$ cat src/rtl/pirq_pkg.sv
package pirq_pkg;

  localparam int IRQ_W   = 16;
  localparam int SEL_W   = $clog2(IRQ_W);
  localparam int NUM_PCI = 4;
  localparam int NUM_PNP = 2;
  localparam int NUM_SRC = NUM_PCI + NUM_PNP;
  localparam int CFG_AW  = 2;
  localparam int CFG_DW  = 8;
  localparam int NUM_RTB = 3;

  // source indices in the internal request vector
  localparam int SRC_A  = 0;
  localparam int SRC_B  = 1;
  localparam int SRC_C  = 2;
  localparam int SRC_D  = 3;
  localparam int SRC_P0 = 4;
  localparam int SRC_P1 = 5;

  // configuration byte addresses
  localparam logic [CFG_AW-1:0] ADDR_AB  = 2'd0;
  localparam logic [CFG_AW-1:0] ADDR_CP1 = 2'd1;
  localparam logic [CFG_AW-1:0] ADDR_DP0 = 2'd2;
  localparam logic [CFG_AW-1:0] ADDR_MOD = 2'd3;

  typedef logic [SEL_W-1:0] sel_t;

  function automatic logic sel_reserved(input sel_t s);
    return (s == sel_t'(0)) || (s == sel_t'(2)) || (s == sel_t'(13));
  endfunction

endpackage

$ cat src/rtl/pirq_cfg_regs.sv
module pirq_cfg_regs
  import pirq_pkg::*;
#(
  parameter int AW = CFG_AW,
  parameter int DW = CFG_DW
) (
  input  logic                          clk,
  input  logic                          rst_n,
  input  logic                          we_i,
  input  logic [AW-1:0]                 addr_i,
  input  logic [DW-1:0]                 wdata_i,
  output logic [DW-1:0]                 rdata_o,
  output logic [NUM_SRC-1:0][SEL_W-1:0] route_o,
  output logic [NUM_PCI-1:0]            edge_mode_o
);

  logic [NUM_RTB-1:0][DW-1:0] rtb_q;
  logic [NUM_RTB-1:0][DW-1:0] rtb_d;
  logic [NUM_RTB-1:0]         rtb_en;
  logic [NUM_PCI-1:0]         mod_q;
  logic [NUM_PCI-1:0]         mod_d;
  logic                       mod_en;

  // next-state and enables
  always_comb begin
    for (int k = 0; k < NUM_RTB; k++) begin
      rtb_en[k] = we_i && (addr_i == AW'(k));
      rtb_d[k]  = wdata_i;
    end
    mod_en = we_i && (addr_i == ADDR_MOD);
    // mode byte: bit3=A, bit2=B, bit1=C, bit0=D
    for (int p = 0; p < NUM_PCI; p++) begin
      mod_d[p] = wdata_i[NUM_PCI-1-p];
    end
  end

  generate
    for (genvar g = 0; g < NUM_RTB; g++) begin : g_rtb
      always_ff @(posedge clk or negedge rst_n) begin
        if (!rst_n) begin
          rtb_q[g] <= '0;
        end else if (rtb_en[g]) begin
          rtb_q[g] <= rtb_d[g];
        end
      end
    end
  endgenerate

  always_ff @(posedge clk or negedge rst_n) begin
    if (!rst_n) begin
      mod_q <= '0;
    end else if (mod_en) begin
      mod_q <= mod_d;
    end
  end

  // field unpacking; positions are decoded by software
  always_comb begin
    route_o[SRC_A]  = rtb_q[ADDR_AB][DW-1:SEL_W];
    route_o[SRC_B]  = rtb_q[ADDR_AB][SEL_W-1:0];
    route_o[SRC_C]  = rtb_q[ADDR_CP1][DW-1:SEL_W];
    route_o[SRC_P1] = rtb_q[ADDR_CP1][SEL_W-1:0];
    route_o[SRC_D]  = rtb_q[ADDR_DP0][DW-1:SEL_W];
    route_o[SRC_P0] = rtb_q[ADDR_DP0][SEL_W-1:0];
    edge_mode_o     = mod_q;
  end

  // readback
  always_comb begin
    rdata_o = '0;
    case (addr_i)
      ADDR_AB:  rdata_o = rtb_q[ADDR_AB];
      ADDR_CP1: rdata_o = rtb_q[ADDR_CP1];
      ADDR_DP0: rdata_o = rtb_q[ADDR_DP0];
      default: begin
        for (int p = 0; p < NUM_PCI; p++) begin
          rdata_o[NUM_PCI-1-p] = mod_q[p];
        end
      end
    endcase
  end

  // a write to the first route byte lands in both source fields
  assert_write_lands_R2: assert property (@(posedge clk) disable iff (!rst_n)
    (we_i && addr_i == ADDR_AB) |=>
      (route_o[SRC_A] == $past(wdata_i[DW-1:SEL_W])) &&
      (route_o[SRC_B] == $past(wdata_i[SEL_W-1:0])));

  // mode writes change only the mode flags, never a route
  assert_mode_write_keeps_routes_R3: assert property (@(posedge clk) disable iff (!rst_n)
    (we_i && addr_i == ADDR_MOD) |=> $stable(route_o));

endmodule

$ cat src/rtl/pirq_line_cond.sv
module pirq_line_cond (
  input  logic clk,
  input  logic rst_n,
  input  logic int_n_i,
  input  logic edge_mode_i,
  output logic req_o
);

  logic prev_n_q;
  logic prev_n_d;
  logic lvl_req;
  logic edg_req;

  always_comb begin
    prev_n_d = int_n_i;
    lvl_req  = ~int_n_i;
    edg_req  = ~int_n_i & prev_n_q;
    req_o    = edge_mode_i ? edg_req : lvl_req;
  end

  always_ff @(posedge clk or negedge rst_n) begin
    if (!rst_n) begin
      prev_n_q <= 1'b1;
    end else begin
      prev_n_q <= prev_n_d;
    end
  end

  // an edge-mode request never lasts two consecutive cycles
  assert_edge_single_R6: assert property (@(posedge clk) disable iff (!rst_n)
    (edge_mode_i && req_o) |=> (!req_o || !edge_mode_i));

endmodule

$ cat src/rtl/pirq_steer.sv
module pirq_steer
  import pirq_pkg::*;
#(
  parameter int NSRC = NUM_SRC,
  parameter int NIRQ = IRQ_W
) (
  input  logic                       clk,
  input  logic                       rst_n,
  input  logic [NSRC-1:0]            src_req_i,
  input  logic [NSRC-1:0][SEL_W-1:0] route_i,
  output logic [NIRQ-1:0]            irq_o
);

  logic [NIRQ-1:0] irq_d;
  logic [NIRQ-1:0] irq_q;

  always_comb begin
    irq_d = '0;
    for (int s = 0; s < NSRC; s++) begin
      if (src_req_i[s] && !sel_reserved(route_i[s])) begin
        irq_d[route_i[s]] = 1'b1;
      end
    end
  end

  always_ff @(posedge clk or negedge rst_n) begin
    if (!rst_n) begin
      irq_q <= '0;
    end else begin
      irq_q <= irq_d;
    end
  end

  assign irq_o = irq_q;

  // system-owned lines stay quiet
  assert_reserved_quiet_R7: assert property (@(posedge clk) disable iff (!rst_n)
    !irq_q[0] && !irq_q[2] && !irq_q[13]);

  // every live request on a usable target shows on that line next cycle
  generate
    for (genvar s = 0; s < NSRC; s++) begin : g_chk_src
      for (genvar k = 0; k < NIRQ; k++) begin : g_chk_irq
        if (k != 0 && k != 2 && k != 13) begin : g_use
          assert_route_hits_R8: assert property (@(posedge clk) disable iff (!rst_n)
            (src_req_i[s] && route_i[s] == SEL_W'(k)) |=> irq_q[k]);
        end
      end
    end
  endgenerate

endmodule

$ cat src/rtl/pirq_router.sv
module pirq_router
  import pirq_pkg::*;
(
  input  logic                clk,
  input  logic                rst_n,
  input  logic                cfg_we,
  input  logic [CFG_AW-1:0]   cfg_addr,
  input  logic [CFG_DW-1:0]   cfg_wdata,
  output logic [CFG_DW-1:0]   cfg_rdata,
  input  logic [NUM_PCI-1:0]  pci_int_n,
  input  logic [NUM_PNP-1:0]  pnp_req,
  output logic [IRQ_W-1:0]    irq_o
);

  logic [1:0]                 rst_sync_q;
  logic                       rst_int_n;
  logic [NUM_SRC-1:0][SEL_W-1:0] route;
  logic [NUM_PCI-1:0]         edge_mode;
  logic [NUM_PCI-1:0]         pci_req;
  logic [NUM_SRC-1:0]         src_req;

  // asynchronous assert, synchronous release
  always_ff @(posedge clk or negedge rst_n) begin
    if (!rst_n) begin
      rst_sync_q <= '0;
    end else begin
      rst_sync_q <= {rst_sync_q[0], 1'b1};
    end
  end
  assign rst_int_n = rst_sync_q[1];

  pirq_cfg_regs u_cfg (
    .clk         (clk),
    .rst_n       (rst_int_n),
    .we_i        (cfg_we),
    .addr_i      (cfg_addr),
    .wdata_i     (cfg_wdata),
    .rdata_o     (cfg_rdata),
    .route_o     (route),
    .edge_mode_o (edge_mode)
  );

  generate
    for (genvar p = 0; p < NUM_PCI; p++) begin : g_line
      pirq_line_cond u_cond (
        .clk         (clk),
        .rst_n       (rst_int_n),
        .int_n_i     (pci_int_n[p]),
        .edge_mode_i (edge_mode[p]),
        .req_o       (pci_req[p])
      );
    end
  endgenerate

  assign src_req = {pnp_req, pci_req};

  pirq_steer u_steer (
    .clk       (clk),
    .rst_n     (rst_int_n),
    .src_req_i (src_req),
    .route_i   (route),
    .irq_o     (irq_o)
  );

endmodule

$ cat config.mk
export PLATFORM = sky130hd
export DESIGN_NAME = pirq_router
export DESIGN_NICKNAME = d
export VERILOG_FILES = /design/src/rtl/pirq_pkg.sv /design/src/rtl/pirq_cfg_regs.sv /design/src/rtl/pirq_line_cond.sv /design/src/rtl/pirq_steer.sv /design/src/rtl/pirq_router.sv
export SDC_FILE = /design/constraint.sdc
export NUM_CORES = 1
export LEC_CHECK = 0
export ABC_CLOCK_PERIOD_IN_PS = 2400
export BUFFER_PORTS_ARGS = -buffer_cell sky130_fd_sc_hd__buf_4
export CORE_ASPECT_RATIO = 1.2
export CORE_UTILIZATION = 50
export DETAILED_ROUTE_END_ITERATION = 10
export HOLD_SLACK_MARGIN = 0.05
export PLACE_DENSITY = 0.81
export SLEW_MARGIN = 20
export SYNTH_ARGS = -nofsm -noshare
export SYNTH_HDL_FRONTEND = slang
export SYNTH_SLANG_ARGS = --single-unit
$ cat constraint.sdc
create_clock -name clk -period 2.4 [get_ports clk]
set_input_delay 0.12 -clock clk [delete_from_list [all_inputs] [get_ports clk]]
set_output_delay 0.12 -clock clk [all_outputs]
set_load 0.01 [all_outputs]
Yosys cells after proc, flatten, opt, wreduce, memory -nomap -nowiden. Index checks and enable logic that the tools add are counted. W data, S select, Z words.

Add/sub/neg operators: 0. $mul: 0. Div/mod/pow operators: 0. $lt $le $gt $ge: 12. Eq/ne operators: 15. Shifts and indexed selects: 0. Multiplexer cells: 24. Bitwise gates (word level): 13. Reductions and logical operators: 41.

Operator list (number): $mux W16 (6); $or A16 B16 Y16 (5); $lt A4 B5 Y1 const B (6); $demux W1 S4 (6); $eq A4 B2 Y1 const B (6); $eq A4 B4 Y1 const B (6); $ge A4 B1 Y1 const B (6); $logic_not A4 Y1 (6); $pmux W4 S3 (2); $logic_and A1 B1 Y1 (16); $logic_or A1 B1 Y1 (12); $mux W1 (10); $logic_not A1 Y1 (6); $and A1 B1 Y1 (4); $eq A2 B2 Y1 const B (2); $not A1 Y1 (4); $eq A2 B1 Y1 const B (1); $logic_not A2 Y1 (1).

Bits in registers: 50. Latch bits: 0. RAM bits: 0. Bits in read-only memories: 0. Bits of input ports: 19. Output and inout bits: 24. Memories: 0.

Longest topological paths before layout. Gate-level depths: netlist of run 1.

Word-level depth: 16. Gate-level depth with buffers: 5.

By module. A second synthesis of run 1 with hierarchy kept.

Cell total of the unflattened synthesis: 207. Area total of the unflattened synthesis: 2541.2 um^2.

Modules (own cells, without submodules): pirq_cfg_regs (instances 1, cells an instance 75, area each 1241.2 um^2); pirq_steer (instances 1, cells an instance 117, area each 1091.0 um^2); pirq_line_cond (instances 4, cells an instance 3, area each 38.8 um^2); pirq_router (instances 1, cells an instance 3, area each 53.8 um^2).

Worst setup path after synthesis of run 1. No wires, ideal clock.

Path kind: register to register. Start point: register g_line[0].u_cond.prev_n_q. End point: register u_steer.irq_q[4] (netlist: u_steer.irq_o[4]). Data arrival time: 1.164 ns. Data required time: 2.330 ns. Slack: 1.167 ns. Stages on the path, launching flop included: 5. Path buffers: 0. Clock period less this slack: 1.233 ns. Cell sequence: dfstp_2 nor2b_1 nor3_1 a32oi_1 nand3_1.

Longest elaborated chain between the ends: 14.

RTL lines: start: declaration (RTL line pirq_line_cond.sv:9) `logic prev_n_q;`; start signal: assignment (RTL line pirq_line_cond.sv:25) `prev_n_q <= prev_n_d;`; $and A1 B1 Y1 (*) (RTL line pirq_line_cond.sv:17) `edg_req = ~int_n_i & prev_n_q;`; $mux W1 (*) (RTL line pirq_line_cond.sv:18) `req_o = edge_mode_i ? edg_req : lvl_req;`; $logic_and A1 B1 Y1 (*) (RTL line pirq_steer.sv:20) `if (src_req_i[s] && !sel_reserved(route_i[s])) begin`; $mux W16 (*) (RTL line pirq_steer.sv:20); $or A16 B16 Y16 (no line); $mux W16 (*) (RTL line pirq_steer.sv:20); $or A16 B16 Y16 (no line); $mux W16 (*) (RTL line pirq_steer.sv:20); $or A16 B16 Y16 (no line); $mux W16 (*) (RTL line pirq_steer.sv:20); $or A16 B16 Y16 (no line); $mux W16 (*) (RTL line pirq_steer.sv:20); $or A16 B16 Y16 (no line); $mux W16 (*) (RTL line pirq_steer.sv:20); via u_steer.irq_d[4] (RTL line pirq_steer.sv:14) `logic [NIRQ-1:0] irq_d;`; end signal: assignment (RTL line pirq_steer.sv:30) `irq_q <= irq_d;`; end: declaration (RTL line pirq_steer.sv:15) `logic [NIRQ-1:0] irq_q;`.

Mark *: on every way through the listed nets, which the timed path passes. The rest lies on a longest branch. A chain may end at the register's enable or synchronous reset.

Worst setup path in the final report of run 1. Same ends and word-level chain as after synthesis.

==> metrics.csv, run 1 <==
metric,value,unit
number of primary I/O pins,43,
highest attainable clock frequency,0.578,GHz
maximum vdd ir drop,440,uV
instance count after placement with tap cells included,330,
via count of the first global-routing pass,2155,
largest family of logic cells by synthesized area,simple AND/OR/NAND/NOR gates,
number of clock sinks,50,
Setup crit end kind,register,
"most common cell after layout, fill and taps aside",sky130_fd_sc_hd__dfrtp_1,
core area,4970,um2
Final Skew,11.9,ps
DP HPWL,5060,um
total setup buffers inserted after CTS,0,
via count,2168,
final weighted congestion of routability-driven global placement,1.03,
PnR Total Power,2.45,mW
number of flops mapped to enable cells by yosys,0,
wire length reported by the detailed router,6700,um
share of post-route cells with drive strength above 1,0.336,
Final Max Slew Viols,0,
setup violators final,0,
DRC marker count from the first detailed-route iteration,196,
antenna fix cells,0,
final antenna-violating net count,0,
Compound-Gate Fraction of Synth Area,0.0900,
H-tree lvl count,2,
cell-by-cell listing of the critical path,nor2b_1 > nor3_1 > a32oi_1 > nand3_1,
Global Route Usage Sum,0.276,
Most used DFF post-synth,sky130_fd_sc_hd__dfrtp_1,
cell with the largest stage delay on the worst path,sky130_fd_sc_hd__nor3_1,
total CTS buffers,5,
Root Driver,sky130_fd_sc_hd__clkbuf_8,
clock-pin slew on the worst setup and hold paths,100,ps
TritonCTS clock tree,built,
outcome,"finished, final reports clean",
number of antenna violations at the first check in global routing,0,
number of flip-flops and latches in the synthesized netlist,50,
Final min period,1730,ps
cell area after technology mapping,2610,um2
Clock Tree Buf Depth,2,
YS warnings,0,
Leak,1.35,nW
setup TNS,0,ps
area share of and/or/nand/nor cells after synthesis,0.237,
Layout Cells excl Fill,343,
setup slack of the most critical reg-to-reg path,670,ps
Initial DRT Pass Iterations,4,
proportion of synthesized chip area in sequential cells,0.481,
fraction of synthesized cell area in xor and xnor cells,0,
WP data required,2650,ps
Maximum Capacitance Violations,0,
net total in the final layout,301,
transition time at the pin with the least slew margin,855,ps
smallest setup slack after layout,670,ps
Flop pwr share,0.482,
buffers plus inverters on the worst setup path,0,
mux cell area share after synthesis,0.172,
critical path startpoint category,register,
cell type group with the largest total delay on the critical path,simple AND/OR/NAND/NOR gates,
combinational share of power,0.271,
power density cells,774,nW/um2
final cycle utilization of the critical path,0.721,
DIE HEIGHT,81.2,um
grt total ovfl,0,
unrepaired setup endpoints after global routing,no,
maximum cell stage delay along the critical path,660,ps
first-pass GRT wire length,10900,um
number of failing hold endpoints at the final stage,0,
I/O Buffers,42,
proportion of total power due to net switching,0.325,
maximum fanout encountered on the critical timing path,6,
average wire per standard cell,19.5,um
Placement Rows,28,
area added between synthesis and finish,20.9,%
path type of the worst min-delay path,in -> reg,
Remaining DRCs,0,
Die Span X,68,um
"post-synthesis share of cell area spent on full adders, half adders and majority gates",0,
Post-Synthesis Cells,232,
count of distinct cell types in the synthesized netlist,43,
Clock Latency Late Sink,310,ps
initial standard-cell utilization of the core,0.525,
arrival time at the worst endpoint,1980,ps
pre-CTS setup slack,723,ps
net switching power,794,uW
pin count of the biggest net entering global routing,27,
share of synthesized flip-flops with an asynchronous set or reset,1.00,
"Worst Path Class, Setup",reg -> reg,
Clk network pwr share,0.247,
Layout Utilization,0.635,
"commonest non-fill, non-tap cells in the layout","sky130_fd_sc_hd__dfrtp_1 (45), sky130_fd_sc_hd__buf_4 (43), sky130_fd_sc_hd__mux2_2 (28)",
mean instance size in the synthesized netlist,11.3,um2
via density per instance,6.32,
area of the die,5520,um2
worst relative slew slack,0.426,
internal power summed over all cells,1.65,mW
[layer usage]
metal / GRT usage / up-vias / wire, um
met3: 0.0590 / 20 / 361
met2: 0.440 / 96 / 3370
met4: 0.135 / 0 / 258
met1: 0.348 / 1066 / 2710
li1: - / 986 / -
met5: 0 / - / 0
[cells by family (layout without fill, tap and decap cells)]
| logic type | count (synthesis) | count (layout) |
|---|---|---|
| buffers and inverters | 9 | 58 |
| AO/OA/AOI/OAI | 34 | 34 |
| AND/OR/NAND/NOR | 101 | 101 |
| other | 2 | 4 |
| multiplexers | 36 | 36 |
| flip-flops | 50 | 50 |
[repair_timing]
item                      in CTS  in global routing
hold buffers                   5                  0
hold endpoints to repair       6                  0
resized for setup              0                  0
[cell type report]
type | count | area [um2]
multi-input combinational | 175 | 1320
sequential | 50 | 1260
fill | 409 | 1810
tap | 60 | 75.1
timing repair buffer | 49 | 393
inverter | 1 | 3.75
clock buffer | 5 | 68.8
clock inverter | 3 | 43.8
[registers in the layout (all words and copies together) (netlist names)]
register                flops
rst_sync_q                  2
u_cfg.edge_mode_o           4
u_cfg.route_o              24
u_steer.irq_o              16
g_line.u_cond.prev_n_q      4
[metrics by stage]
| step | hold slack (ps) | instance area, um2 |
|---|---|---|
| after CTS | 58.2 | 3160 |
| after detailed placement | -96.2 | 3000 |
| after global placement | -97.0 | 3000 |
| final | 55.6 | 3160 |
| after floorplan | -176 | 2620 |
| after global routing | 53.4 | 3160 |
[power by group through the flow]
| stage | logic (mW) | clock network [mW] | registers (mW) |
|---|---|---|---|
| 2_1_floorplan | 0.417 | 0 | 1.14 |
| 3_3_place_gp | 0.651 | 0 | 1.18 |
| 3_5_place_dp | 0.657 | 0 | 1.19 |
| 4_1_cts | 0.664 | 0.610 | 1.17 |
| 5_1_grt | 0.721 | 0.645 | 1.21 |
| 6_report | 0.663 | 0.603 | 1.18 |
[synthesized netlist by cell type, drive strengths merged (4+ instances only)]
library cell  count  share of area
nand2            15          0.022
nor2b            14          0.034
clkbuf            6         0.0091
nand3            21          0.040
dfstp             4          0.040
nand3b            7          0.023
o21ai             4         0.0077
nand4             8          0.019
nor4b             5          0.017
a21oi             4         0.0077
nor2              6         0.0086
o22ai             8          0.019
mux2i             4          0.015
nand2b            4         0.0096
nor3              5         0.0096
a32oi             5          0.017
nor3b             6          0.027
dfrtp            46           0.44
a31oi             4         0.0096
mux2             28           0.12
mux4              4          0.036
[worst register-to-register path, cell delays in order (launching register included)]
cell	delay, ps
sky130_fd_sc_hd__dfstp_2	530
sky130_fd_sc_hd__nor2b_1	50
sky130_fd_sc_hd__nor3_1	660
sky130_fd_sc_hd__a32oi_1	290
sky130_fd_sc_hd__nand3_1	150
[worst paths after layout]
kind                                                     start                                  end  depth (start not counted)
setup / recovery           g_line[0].u_cond.prev_n_q$_DFF_PN1_           u_steer.irq_o[4]$_DFF_PN0_                          4
hold / removal                                    cfg_wdata[6]        u_cfg.route_o[10]$_DFFE_PN0P_                          2
setup reg to reg           g_line[0].u_cond.prev_n_q$_DFF_PN1_           u_steer.irq_o[4]$_DFF_PN0_                          4
hold reg to reg                        rst_sync_q[1]$_DFF_PN0_         u_cfg.route_o[9]$_DFFE_PN0P_                          0
max in group asynchronous              rst_sync_q[1]$_DFF_PN0_  g_line[2].u_cond.prev_n_q$_DFF_PN1_                          1
min in group asynchronous                                rst_n              rst_sync_q[1]$_DFF_PN0_                          2
(Power assumes the default switching activity.)
==> inputs of run 2 (changes only) <==
--- a/config.mk
+++ b/config.mk
@@ -5,13 +5,13 @@
 export SDC_FILE = /design/constraint.sdc
 export NUM_CORES = 1
 export LEC_CHECK = 0
-export ABC_CLOCK_PERIOD_IN_PS = 2400
+export ABC_CLOCK_PERIOD_IN_PS = 1400
 export BUFFER_PORTS_ARGS = -buffer_cell sky130_fd_sc_hd__buf_4
 export CORE_ASPECT_RATIO = 1.2
 export CORE_UTILIZATION = 50
 export DETAILED_ROUTE_END_ITERATION = 10
 export HOLD_SLACK_MARGIN = 0.05
-export PLACE_DENSITY = 0.81
+export PLACE_DENSITY = 0.84
 export SLEW_MARGIN = 20
 export SYNTH_ARGS = -nofsm -noshare
 export SYNTH_HDL_FRONTEND = slang
==> constraint.sdc (replaced) <==
create_clock -name clk -period 1.4 [get_ports clk]
set_input_delay 0.07 -clock clk [delete_from_list [all_inputs] [get_ports clk]]
set_output_delay 0.07 -clock clk [all_outputs]
set_load 0.01 [all_outputs]
==> metrics.csv, run 2 (synthesized netlist as in run 1, its figures left out) <==
metric,value,unit,change
Final min period,1460,ps,
area added between synthesis and finish,37.9,%,
DRC marker count from the first detailed-route iteration,273,,+39%
first-pass GRT wire length,11600,um,+6.6%
DIE HEIGHT,81.2,um,unchanged
area of the die,5520,um2,unchanged
Worst Hold Margin,74.1,ps,+18.5 ps
clock-pin slew on the worst setup and hold paths,100,ps,about the same
cell with the largest stage delay on the worst path,sky130_fd_sc_hd__mux4_2,,
Die Span X,68,um,unchanged
Setup crit end kind,output port,,
maximum cell stage delay along the critical path,500,ps,-160 ps
unrepaired setup endpoints after global routing,yes,,
via count,2376,,+9.6%
Leak,1.57,nW,+16%
Maximum Capacitance Violations,0,,unchanged
H-tree lvl count,2,,unchanged
total CTS buffers,5,,unchanged
Final Max Slew Viols,0,,unchanged
final cycle utilization of the critical path,1.04,,
"commonest non-fill, non-tap cells in the layout","sky130_fd_sc_hd__buf_4 (71), sky130_fd_sc_hd__dfrtp_1 (39), sky130_fd_sc_hd__mux2_2 (28)",,
setup violators final,4,,+4
number of flip-flops under the largest register name,24,,unchanged
final weighted congestion of routability-driven global placement,1.02,,-0.74%
DP HPWL,5410,um,+6.8%
grt total ovfl,0,,unchanged
power density cells,1240,nW/um2,+61%
initial standard-cell utilization of the core,0.525,,unchanged
arrival time at the worst endpoint,1390,ps,-590 ps
"most common cell after layout, fill and taps aside",sky130_fd_sc_hd__buf_4,,
PnR Total Power,4.49,mW,+83%
maximum vdd ir drop,973,uV,+120%
Placement Rows,28,,unchanged
Initial DRT Pass Iterations,8,,+4
TritonCTS clock tree,built,,
buffers plus inverters on the worst setup path,1,,+1
path type of the worst min-delay path,reg -> async,,
final antenna-violating net count,0,,unchanged
number of antenna violations at the first check in global routing,0,,unchanged
Clock Tree Buf Depth,2,,unchanged
Remaining DRCs,0,,unchanged
area occupied by multi-input gates,1410,um2,+6.7%
pin count of the biggest net entering global routing,46,,+70%
via count of the first global-routing pass,2322,,+7.7%
violations in the final reports,setup timing,,
Final Skew,7.92,ps,-4.01 ps
pre-CTS setup slack,47.6,ps,-675 ps
outcome,"finished, violations left",,
share of post-route cells with drive strength above 1,0.458,,+0.123
worst relative slew slack,0.644,,+0.218
transition time at the pin with the least slew margin,527,ps,-328 ps
WP data required,1330,ps,-1320 ps
Clock Latency Late Sink,320,ps,about the same
net total in the final layout,343,,+14%
"Worst Path Class, Setup",reg -> out,,
cell-by-cell listing of the critical path,mux4_2 > buf_6,,
Global Route Usage Sum,0.295,,+0.0190
maximum fanout encountered on the critical timing path,3,,-3
average wire per standard cell,19.6,um,+0.24%
number of failing hold endpoints at the final stage,0,,unchanged
core area,4970,um2,unchanged
number of clock sinks,50,,unchanged
highest attainable clock frequency,0.687,GHz,
sequential cell area,1260,um2,+0.60%
critical path startpoint category,register,,
setup TNS,-119,ps,-119 ps
antenna fix cells,0,,unchanged
I/O Buffers,42,,unchanged
smallest setup slack after layout,-55.9,ps,-726 ps
Filler cells,372,,-9.0%
cell type group with the largest total delay on the critical path,multiplexers,,
number of primary I/O pins,43,,unchanged
Root Driver,sky130_fd_sc_hd__clkbuf_8,,
wire length reported by the detailed router,7540,um,+13%
via density per instance,6.17,,-2.4%
==> run 2: worst paths after layout <==
| path | start | endpoint | slack, ps | cells after the start |
|---|---|---|---|---|
| worst max register to register | u_cfg.edge_mode_o[3]$_DFFE_PN0P_ | u_steer.irq_o[12]$_DFF_PN0_ | 40 | 5 |
| worst min register to register | rst_sync_q[1]$_DFF_PN0_ | u_steer.irq_o[2]$_DFF_PN0_ | 70 | 0 |
| worst max-delay path | u_cfg.edge_mode_o[3]$_DFFE_PN0P_ | cfg_rdata[0] | -60 | 2 |
| max in group asynchronous | rst_n | rst_sync_q[1]$_DFF_PN0_ | 680 | 3 |
| min in group clk | pnp_req[0] | u_steer.irq_o[1]$_DFF_PN0_ | 250 | 4 |
| worst min-delay path | rst_sync_q[1]$_DFF_PN0_ | u_steer.irq_o[2]$_DFF_PN0_ | 70 | 0 |
==> run 2: layer usage <==
metal	track usage	up-vias	part of all wire
met5	0	-	0
li1	-	1064	-
met3	0.0562	39	0.058
met2	0.503	122	0.51
met4	0.127	0	0.038
met1	0.354	1151	0.39
==> run 2: worst register-to-register path, cell delays in order (launching register included) <==
cell and delay (ps):
sky130_fd_sc_hd__dfrtp_1 410, sky130_fd_sc_hd__nor2b_2 190, sky130_fd_sc_hd__nor3_1 60, sky130_fd_sc_hd__buf_4 150, sky130_fd_sc_hd__a31oi_1 300, sky130_fd_sc_hd__nand3_1 130
==> run 2: area by class of cell <==
class,instances,share of cell area
Clock inverter,3,0.00729
Clock buffer,5,0.0191
Inverter,1,0.00104
Tap cell,60,0.0208
Sequential cell,50,0.351
Multi-Input combinational cell,175,0.390
Timing Repair Buffer,91,0.210
==> run 2: repair_timing <==
action | 4_1_cts | 5_1_grt
hold buffers | 14 | 0
pin swaps | 0 | 4
hold endpoints to repair | 34 | 0
endpoints found under the setup margin | 5 | 19
gates resized for setup | 9 | 20
setup buffers | 11 | 0
gates cloned | 0 | 0
==> run 2: power breakdown <==
| group | leakage (nW) | internal [mW] | total (mW) | switching [mW] |
|---|---|---|---|---|
| clock | 0.0491 | 0.369 | 0.912 | 0.543 |
| combinational | 0.922 | 0.865 | 1.66 | 0.798 |
| sequential | 0.597 | 1.71 | 1.91 | 0.205 |
| total | 1.57 | 2.94 | 4.49 | 1.55 |
==> run 2: stage by stage <==
| stage | instance area [um2] | util | cells |
|---|---|---|---|
| floorplan | 2620 | - | 234 |
| global placement | 3180 | 0.640 | 353 |
| detailed placement | 3180 | 0.640 | 353 |
| CTS | 3510 | 0.705 | 385 |
| global route | 3600 | 0.725 | 385 |
| finish | 3600 | 0.725 | 385 |
==> inputs of run 3 (changes only) <==
--- a/config.mk
+++ b/config.mk
@@ -9,7 +9,9 @@
 export BUFFER_PORTS_ARGS = -buffer_cell sky130_fd_sc_hd__buf_4
 export CORE_ASPECT_RATIO = 1.2
 export CORE_UTILIZATION = 50
+export CTS_CLUSTER_DIAMETER = 200
 export DETAILED_ROUTE_END_ITERATION = 10
+export GPL_ROUTABILITY_DRIVEN = 0
 export HOLD_SLACK_MARGIN = 0.05
 export PLACE_DENSITY = 0.84
 export SLEW_MARGIN = 20
==> constraint.sdc (replaced) <==
create_clock -name clk -period 1.4 [get_ports clk]
set_input_delay 0.07 -clock clk [delete_from_list [all_inputs] [get_ports clk]]
set_output_delay 0.07 -clock clk [all_outputs]
set_load 0.02 [all_outputs]
==> metrics.csv, run 3 (synthesized netlist as in run 1, its figures left out) <==
metric,value,unit,change
outcome,"finished, violations left",,
violations in the final reports,setup timing,,
Root Driver,sky130_fd_sc_hd__clkbuf_8,,
via density per instance,6.43,,+4.3%
Clock Latency Late Sink,310,ps,about the same
number of failing hold endpoints at the final stage,0,,unchanged
Final min period,1480,ps,+20.8 ps
"most common cell after layout, fill and taps aside",sky130_fd_sc_hd__buf_4,,
"commonest non-fill, non-tap cells in the layout","sky130_fd_sc_hd__buf_4 (72), sky130_fd_sc_hd__dfrtp_1 (35), sky130_fd_sc_hd__mux2_2 (28)",,
number of primary I/O pins,43,,unchanged
Final Skew,4.77,ps,-3.16 ps
Clk network pwr share,0.216,,+0.013
final antenna-violating net count,0,,unchanged
DP HPWL,4930,um,-8.8%
path type of the worst min-delay path,in -> async,,
Remaining DRCs,0,,unchanged
total CTS buffers,5,,unchanged
setup violators final,5,,+1
startpoint of the lowest-slack register-to-register path,u_cfg.edge_mode_o[2]$_DFFE_PN0P_,,
Setup crit end kind,output port,,
terminus of the critical flop-to-flop path,u_steer.irq_o[11]$_DFF_PN0_,,
clock-pin slew on the worst setup and hold paths,90,ps,about the same
H-tree lvl count,2,,unchanged
initial standard-cell utilization of the core,0.525,,unchanged
internal power summed over all cells,3.09,mW,+5.1%
Leak,1.56,nW,-0.74%
core area,4970,um2,unchanged
DIE HEIGHT,81.2,um,unchanged
area added between synthesis and finish,36.7,%,
Final Max Slew Viols,0,,unchanged
Placement Rows,28,,unchanged
pre-CTS setup slack,6.13,ps,-41.5 ps
cell with the largest stage delay on the worst path,sky130_fd_sc_hd__mux4_2,,
area of the die,5520,um2,unchanged
final cycle utilization of the critical path,1.05,,+0.0148
Initial DRT Pass Iterations,5,,-3
setup slack of the most critical reg-to-reg path,0,ps,-40 ps
PnR Total Power,4.69,mW,+4.5%
maximum cell stage delay along the critical path,500,ps,about the same
wire length reported by the detailed router,7600,um,+0.86%
I/O Buffers,42,,unchanged
antenna fix cells,0,,unchanged
power density cells,1310,nW/um2,+5.4%
R2R depth,5,,unchanged
average wire per standard cell,19.8,um,+1.1%
Clock Tree Buf Depth,2,,unchanged
number of antenna violations at the first check in global routing,0,,unchanged
maximum vdd ir drop,774,uV,-20%
highest attainable clock frequency,0.677,GHz,-1.4%
post-detailed-placement cell area,3130,um2,-1.6%
first-pass GRT wire length,11700,um,+0.76%
net switching power,1.60,mW,+3.4%
Die Span X,68,um,unchanged
grt total ovfl,0,,unchanged
combinational share of power,0.375,,+0.004
Global Route Usage Sum,0.293,,-0.00189
Maximum Capacitance Violations,0,,unchanged
pin count of the biggest net entering global routing,27,,-41%
TritonCTS clock tree,built,,
critical path startpoint category,register,,
number of clock sinks,50,,unchanged
Filler cells,338,,-9.1%
net total in the final layout,342,,-0.29%
proportion of total power due to net switching,0.341,,-0.00351
final instance area,3570,um2,-0.87%
cell-by-cell listing of the critical path,mux4_2 > buf_6,,
DRC marker count from the first detailed-route iteration,326,,+19%
number of flip-flops under the largest register name,24,,unchanged
"Worst Path Class, Setup",reg -> out,,
WP data required,1330,ps,about the same
share of post-route cells with drive strength above 1,0.463,,+0.00450
smallest setup slack after layout,-76.7,ps,-20.8 ps
setup TNS,-140,ps,-20.3 ps
arrival time at the worst endpoint,1410,ps,+20 ps
Flop pwr share,0.409,,-0.017
via count,2471,,+4.0%
via count of the first global-routing pass,2308,,-0.60%
unrepaired setup endpoints after global routing,yes,,
maximum fanout encountered on the critical timing path,3,,unchanged
==> run 3: cell types whose count changed in the layout (fill, tap and decap cells not counted), moves of 2 or more <==
| cell | change |
|---|---|
| sky130_fd_sc_hd__dfrtp_1 | -4 |
| sky130_fd_sc_hd__clkinv_2 | +2 |
| sky130_fd_sc_hd__dfrtp_2 | +4 |
| sky130_fd_sc_hd__inv_6 | -2 |
==> run 3: area by class of cell <==
| class | instances | area (um2) | area share |
|---|---|---|---|
| clock buffers | 5 | 68.8 | 0.0193 |
| clock inverters | 3 | 40.0 | 0.0112 |
| inverters | 1 | 3.75 | 0.00105 |
| multi-input cells | 175 | 1380 | 0.386 |
| flip-flops and latches | 50 | 1270 | 0.355 |
| well taps | 60 | 75.1 | 0.0210 |
| repair buffers | 90 | 736 | 0.206 |
==> run 3: per-layer routing <==
metal | share of wire | track usage | vias to the layer above
li1 | - | - | 1062
met1 | 0.38 | 0.375 | 1202
met2 | 0.50 | 0.473 | 171
met3 | 0.079 | 0.0562 | 36
met4 | 0.043 | 0.129 | 0
met5 | 0 | 0 | -
==> run 3: worst max-delay path by stage <==
| stage | depth (start not counted) | to | slack, ps | startpoint |
|---|---|---|---|---|
| after floorplan | 3 | cfg_rdata[4] | 140 | u_cfg.route_o[8]$_DFFE_PN0P_ |
| after global placement | 5 | u_steer.irq_o[15]$_DFF_PN0_ | 60 | u_cfg.edge_mode_o[1]$_DFFE_PN0P_ |
| after detailed placement | 5 | u_steer.irq_o[15]$_DFF_PN0_ | 6 | u_cfg.edge_mode_o[1]$_DFFE_PN0P_ |
| after CTS | 2 | cfg_rdata[1] | -50 | u_cfg.edge_mode_o[2]$_DFFE_PN0P_ |
| after global routing | 2 | cfg_rdata[1] | -90 | u_cfg.edge_mode_o[2]$_DFFE_PN0P_ |
| final | 2 | cfg_rdata[1] | -80 | u_cfg.edge_mode_o[2]$_DFFE_PN0P_ |
==> run 3: power by group through the flow <==
stage               Clock [mW]  Combinational [mW]  Sequential (mW)
floorplan                    0               0.753             2.02
CTS                       1.02                1.64             1.89
finish                    1.01                1.76             1.92
global route              1.09                1.87             1.95
global placement             0                1.36             1.97
detailed placement           0                1.39             1.99
==> run 3: through the flow <==
| step | utilization | hold WS [ps] | std cells |
|---|---|---|---|
| 3_5_place_dp | 0.630 | -144 | 348 |
| 6_report | 0.718 | 71.1 | 384 |
| 5_1_grt | 0.718 | 75.7 | 384 |
| 2_1_floorplan | - | -226 | 234 |
| 4_1_cts | 0.702 | 65.4 | 382 |
| 3_3_place_gp | 0.630 | -148 | 348 |
==> run 3: timing repair <==
item	in CTS	in global routing
hold buffers	13	0
endpoints found under the hold margin	34	0
pin swaps	0	2
setup endpoints to repair	6	14
setup buffers	13	2
resized for setup	14	14
==> run 3: critical path: cells and delay by family, from the launching register on <==
family / cells / cell delay [ps]
flops: 1 / 450
mux: 1 / 500
buf+inv: 1 / 150
